### config.mk
export PLATFORM = sky130hd
export DESIGN_NAME = sar_seq
export DESIGN_NICKNAME = d
export VERILOG_FILES = /design/src/rtl/sar_pkg.sv /design/src/rtl/sar_tick_gen.sv /design/src/rtl/sar_trial.sv /design/src/rtl/sar_seq.sv
export SDC_FILE = /design/constraint.sdc
export NUM_CORES = 1
export LEC_CHECK = 0
export ABC_AREA = 1
export BUFFER_PORTS_ARGS = -buffer_cell sky130_fd_sc_hd__clkbuf_2
export CAP_MARGIN = 25
export CORE_MARGIN = 2
export CORE_UTILIZATION = 40
export DETAILED_ROUTE_END_ITERATION = 6
export GPL_ROUTABILITY_DRIVEN = 0
export MAX_ROUTING_LAYER = met4
export PLACE_DENSITY_LB_ADDON = 0.2
export SYNTH_ARGS = -nofsm -noshare
export SYNTH_HDL_FRONTEND = slang
export SYNTH_SLANG_ARGS = --single-unit
### constraint.sdc
create_clock -name clk -period 2.5 [get_ports clk]
set_clock_uncertainty 0.15 [all_clocks]
set_input_delay 0.375 -clock clk [delete_from_list [all_inputs] [get_ports clk]]
set_output_delay 0.375 -clock clk [all_outputs]
set_load 0.03 [all_outputs]
### src/rtl/sar_pkg.sv
package sar_pkg;
    typedef enum logic [1:0] {
        ST_IDLE = 2'd0,
        ST_WAIT = 2'd1,
        ST_CONV = 2'd2,
        ST_GAP  = 2'd3
    } state_e;

    localparam logic [1:0] SEL_OSC = 2'b11;
endpackage

### src/rtl/sar_tick_gen.sv
module sar_tick_gen #(
    parameter int HALF_A = 1,
    parameter int HALF_B = 4,
    parameter int HALF_C = 16
) (
    input  logic       clk,
    input  logic       rst_n,
    input  logic       run,
    input  logic [1:0] sel,
    input  logic       rc_tick,
    output logic       half_tick
);
    import sar_pkg::*;

    localparam int CNT_W = $clog2(HALF_C + 1);

    logic [CNT_W-1:0] cnt_d, cnt_q;
    logic [CNT_W-1:0] limit;
    logic             hit;

    always_comb begin
        case (sel)
            2'd0:    limit = CNT_W'(HALF_A - 1);
            2'd1:    limit = CNT_W'(HALF_B - 1);
            default: limit = CNT_W'(HALF_C - 1);
        endcase
        hit       = (cnt_q == limit);
        half_tick = run && ((sel == SEL_OSC) ? rc_tick : hit);
        if (!run || sel == SEL_OSC || hit) cnt_d = '0;
        else                               cnt_d = cnt_q + 1'b1;
    end

    always_ff @(posedge clk or negedge rst_n) begin
        if (!rst_n) cnt_q <= '0;
        else        cnt_q <= cnt_d;
    end
endmodule

### src/rtl/sar_trial.sv
module sar_trial #(
    parameter int WIDTH = 8,
    parameter int HP_W  = 5
) (
    input  logic [WIDTH-1:0] acc,
    input  logic [HP_W-1:0]  hp,
    input  logic             active,
    output logic [WIDTH-1:0] code
);
    logic [HP_W-1:0] pos;
    assign pos = hp >> 1;

    for (genvar i = 0; i < WIDTH; i++) begin : g_bit
        assign code[i] = acc[i] | (active && (pos == HP_W'(WIDTH - 1 - i)));
    end
endmodule

### src/rtl/sar_seq.sv
module sar_seq #(
    parameter int WIDTH     = 8,
    parameter int INSTR_CYC = 4,
    parameter int HALF_A    = 1,
    parameter int HALF_B    = 4,
    parameter int HALF_C    = 16
) (
    input  logic             clk,
    input  logic             rst_n,
    input  logic             ctl_wr,
    input  logic             ctl_go,
    input  logic             ctl_flag,
    input  logic [1:0]       ctl_sel,
    input  logic             rc_tick,
    input  logic             cmp_in,
    output logic             busy,
    output logic             done_flag,
    output logic [WIDTH-1:0] result,
    output logic             sample_en,
    output logic [WIDTH-1:0] dac_code
);
    import sar_pkg::*;

    localparam int HALVES    = 2 * WIDTH + 3;
    localparam int HP_W      = $clog2(HALVES);
    localparam int LAST_HP   = HALVES - 1;
    localparam int GAP_HALF  = 3;
    localparam int DLY_W     = $clog2(INSTR_CYC + 2);

    typedef struct packed {
        state_e           st;
        logic [DLY_W-1:0] dly;
        logic [HP_W-1:0]  hp;
        logic [WIDTH-1:0] acc;
        logic [WIDTH-1:0] res;
        logic             flag;
        logic [1:0]       sel;
    } regs_t;

    regs_t q, d;
    logic  tick;
    logic  running;
    logic  is_busy;

    assign is_busy = (q.st == ST_WAIT) || (q.st == ST_CONV);
    assign running = (q.st == ST_CONV) || (q.st == ST_GAP);

    sar_tick_gen #(
        .HALF_A (HALF_A),
        .HALF_B (HALF_B),
        .HALF_C (HALF_C)
    ) u_tick (
        .clk       (clk),
        .rst_n     (rst_n),
        .run       (running),
        .sel       (q.sel),
        .rc_tick   (rc_tick),
        .half_tick (tick)
    );

    sar_trial #(
        .WIDTH (WIDTH),
        .HP_W  (HP_W)
    ) u_trial (
        .acc    (q.acc),
        .hp     (q.hp),
        .active (q.st == ST_CONV),
        .code   (dac_code)
    );

    always_comb begin
        d = q;
        if (ctl_wr && !ctl_flag) d.flag = 1'b0;
        if (ctl_wr && !is_busy)  d.sel  = ctl_sel;

        case (q.st)
            ST_IDLE, ST_GAP: begin
                if (ctl_wr && ctl_go) begin
                    d.st  = ST_WAIT;
                    d.dly = (ctl_sel == SEL_OSC) ? DLY_W'(INSTR_CYC + 1) : DLY_W'(1);
                    d.acc = '0;
                    d.hp  = '0;
                end else if (q.st == ST_GAP && tick) begin
                    if (q.hp == HP_W'(GAP_HALF - 1)) begin
                        d.st = ST_IDLE;
                        d.hp = '0;
                    end else begin
                        d.hp = q.hp + 1'b1;
                    end
                end
            end
            ST_WAIT: begin
                if (ctl_wr && !ctl_go) begin
                    d.st = ST_IDLE;
                end else if (q.dly == DLY_W'(1)) begin
                    d.st = ST_CONV;
                    d.hp = '0;
                end else begin
                    d.dly = q.dly - 1'b1;
                end
            end
            ST_CONV: begin
                if (ctl_wr && !ctl_go) begin
                    d.st = ST_IDLE;
                    d.hp = '0;
                end else if (tick) begin
                    if (q.hp == HP_W'(LAST_HP)) begin
                        d.res  = q.acc;
                        d.flag = 1'b1;
                        d.st   = ST_GAP;
                        d.hp   = '0;
                    end else begin
                        if (q.hp[0] && q.hp < HP_W'(2 * WIDTH)) begin
                            for (int i = 0; i < WIDTH; i++) begin
                                if ((q.hp >> 1) == HP_W'(WIDTH - 1 - i)) d.acc[i] = cmp_in;
                            end
                        end
                        d.hp = q.hp + 1'b1;
                    end
                end
            end
            default: d.st = ST_IDLE;
        endcase
    end

    always_ff @(posedge clk or negedge rst_n) begin
        if (!rst_n) begin
            q.st   <= ST_IDLE;
            q.dly  <= '0;
            q.hp   <= '0;
            q.acc  <= '0;
            q.res  <= '0;
            q.flag <= 1'b0;
            q.sel  <= 2'd0;
        end else begin
            q <= d;
        end
    end

    assign busy      = is_busy;
    assign done_flag = q.flag;
    assign result    = q.res;
    assign sample_en = (q.st == ST_IDLE);
endmodule

==> results.toml <==
[logic_synthesis]
synth.net_count = 297
synth-compound-area-share_pct = 11.4
synth_top_family_by_area = "simple AND/OR/NAND/NOR gates"
ys_types = 25
syn_area_um2 = 2110
synth_mux_area_share_pct = 0
syn_inst = 279
synth_xor_area_share_pct = 2.49
synth_fa_ha_area_share_pct = 5.33
synth-simple-area-share_pct = 29.2
syn_avg_cell_area_um2 = 7.57
seq_area_frac_synth_pct = 40.3
yosysWarningCount = 0
synth-seq-cells = 34

[route]
first_pass_iters = 4
drc = 0
first_iter_violations = 102
routed_wl_um = 4240
ant_nets = 0
avgRoutedWirePerCell_um = 11.5
viasPerCell = 4.79
vias = 1771

[cells_and_area]
antenna_cells = 0
final_cells = 370
syn2layout_area_growth_pct = 10.3
layout-drive-gt1-share_pct = 18.3
nNetsFinal = 317

[floorplanning]
initial_utilization_pct = 41.3
die_y_um = 76.6
core-area_um2 = 5110
io_pins = 28
dieWidth_um = 76.6
dieArea_um2 = 5870
row_count = 26

[pwr]
comb_power_share_pct = 45.0
leakagePower_nw = 1.22
power_density_nw_per_um2 = 867
p_sw_share_pct = 43.6
intPower_mw = 1.14
ir_drop_mv = 0.359
seq_power_share_pct = 34.4
p_clk_share_pct = 20.7
p_switching_uw = 880

[timing]
maxSlewHeadroom_pct = 44.2
slew_violations = 0
setup-tns-final_ps = 0
max_freq_mhz = 440
finalHoldViolations = 0
worstMarginPinSlew_ps = 837
fin_crit_sh_pct = 91.0
setup_viol = 0
min_period_ps = 2270
rsz0062_at_grt = "false"
whs_ps = 29.2

[global_route]
grt_overflow = 0
antenna_found_initial = 0
grt_pass1_vias = 1725
grt_pass1_wl_um = 7650
grt_usage_pct = 16.5
grt_max_degree = 35

[placement]
dp_hpwl_um = 3160
placed_cells = 362
portBuffers = 27

[clock_network]
clock_latency_ps = 280
cts_made_buffers = 5
cts_resized = 0
clock_path_buffers = 2
tritoncts = "yes"
htreeDepth = 2
cts_setup_buffers = 0
postCtsHoldBufs = 0
ctsRootBufferMaster = "clkbuf_8"
clock_sinks = 34
clk_pin_slew_ps = 70

[critical_path]
startpoint_type = "flop"
end_kind = "output pin"
critPathKind = "reg -> out"
required_ps = 1980
crit_arrival_ps = 1750
cp_max_fo = 6

[status]
status = "finished clean"

[min_path]
hp-class = "in -> async"

[flow_run]
drv_cap = 0
==> final timing paths <==
kind	from	endpoint	slack (ps)	cells after the start
worst max register to register	q[27]	result[0]	350	8
worst min register to register	q[18]	q[18]	330	2
min in group clk	ctl_flag	done_flag	200	3
max in group asynchronous	rst_n	q[27]	1640	1
worst min-delay path	rst_n	q[25]	30	1
worst max-delay path	q[27]	dac_code[4]	230	7
==> cells by family after synthesis <==
| logic type | after synthesis |
|---|---|
| XOR/XNOR | 6 |
| adder cells (fa/ha/maj) | 9 |
| AND/OR/NAND/NOR | 141 |
| buffers and inverters | 48 |
| flip-flops | 34 |
| AO/OA/AOI/OAI | 41 |
==> cell usage after synthesis <==
library cell	instances	share of area [%]
a21oi_1	11	2.6
and3_1	1	0.30
buf_1	1	0.18
buf_12	1	0.95
buf_4	9	3.2
buf_6	1	0.53
clkbuf_1	3	0.53
dfrtp_1	34	40
ha_1	9	5.3
inv_1	33	5.9
nand2_1	77	14
nand2_2	2	0.59
nand3_1	21	5.0
nand3_2	1	0.47
nand4_1	10	3.0
nor2_1	21	3.7
nor2_4	1	0.53
nor3_1	2	0.47
o21ai_0	20	4.7
o21ai_2	9	3.7
o22ai_1	1	0.30
or2_1	1	0.30
or2_2	4	1.2
xnor2_1	3	1.2
xor2_1	3	1.2
==> critical path, cell delays in order (launching register included) <==
cell	delay [ps]
dfrtp_1	410
inv_1	100
ha_1	260
inv_2	120
nor3_2	180
nand2_1	120
nand2_1	80
clkbuf_2	200
==> cell usage in the layout, fill, tap and decap left out, drive strengths merged <==
master  synthesis  layout
buf            12       1
or2             5       5
xnor2           3       3
a21oi          11      11
clkinv          0       1
nand3          22      22
inv            33      33
nor3            2       2
nand4          10      10
o22ai           1       1
nor2           22      22
xor2            3       3
dfrtp          34      34
clkbuf          3      34
and3            1       1
ha              9       9
o21ai          29      29
nand2          79      79
==> state kept, by name (all words and copies together) (netlist names) <==
register	flops
done_flag	1
q	20
result	8
u_tick.cnt_q	5
==> through the flow <==
| stage | worst slack [ps] | total power, mW | utilization (%) | area [um2] |
|---|---|---|---|---|
| after floorplan | 378 | 1.40 | - | 2110 |
| after global placement | 391 | 1.60 | 43.6 | 2230 |
| after detailed placement | 305 | 1.60 | 43.6 | 2230 |
| after CTS | 59.7 | 2.03 | 45.4 | 2320 |
| after global routing | 45.5 | 2.23 | 45.6 | 2330 |
| final | 226 | 2.02 | 45.6 | 2330 |
==> power groups by stage <==
stage | Combinational, mW | Sequential [mW] | Clock, mW
after floorplan | 0.723 | 0.681 | 0
after global placement | 0.903 | 0.699 | 0
after detailed placement | 0.900 | 0.701 | 0
after CTS | 0.907 | 0.690 | 0.433
after global routing | 1.06 | 0.706 | 0.468
final | 0.908 | 0.694 | 0.417
==> cell type report <==
type                       instances  area [um2]
clock buffer                       7        86.3
clock inverter                     1        5.00
fill                             552        2780
inverter                          33         124
multi-input combinational        197        1030
sequential                        34         851
tap                               70        87.6
timing repair buffer              28         143
==> layer usage <==
layer	share of wire [%]	GRT usage [%]	up-vias
met1	49	21.2	811
met3	3.4	4.15	4
met2	46	25.8	24
met5	0	-	-
li1	-	-	932
met4	1.0	4.91	0
No activity file was read; power rests on OpenSTA's default activity.
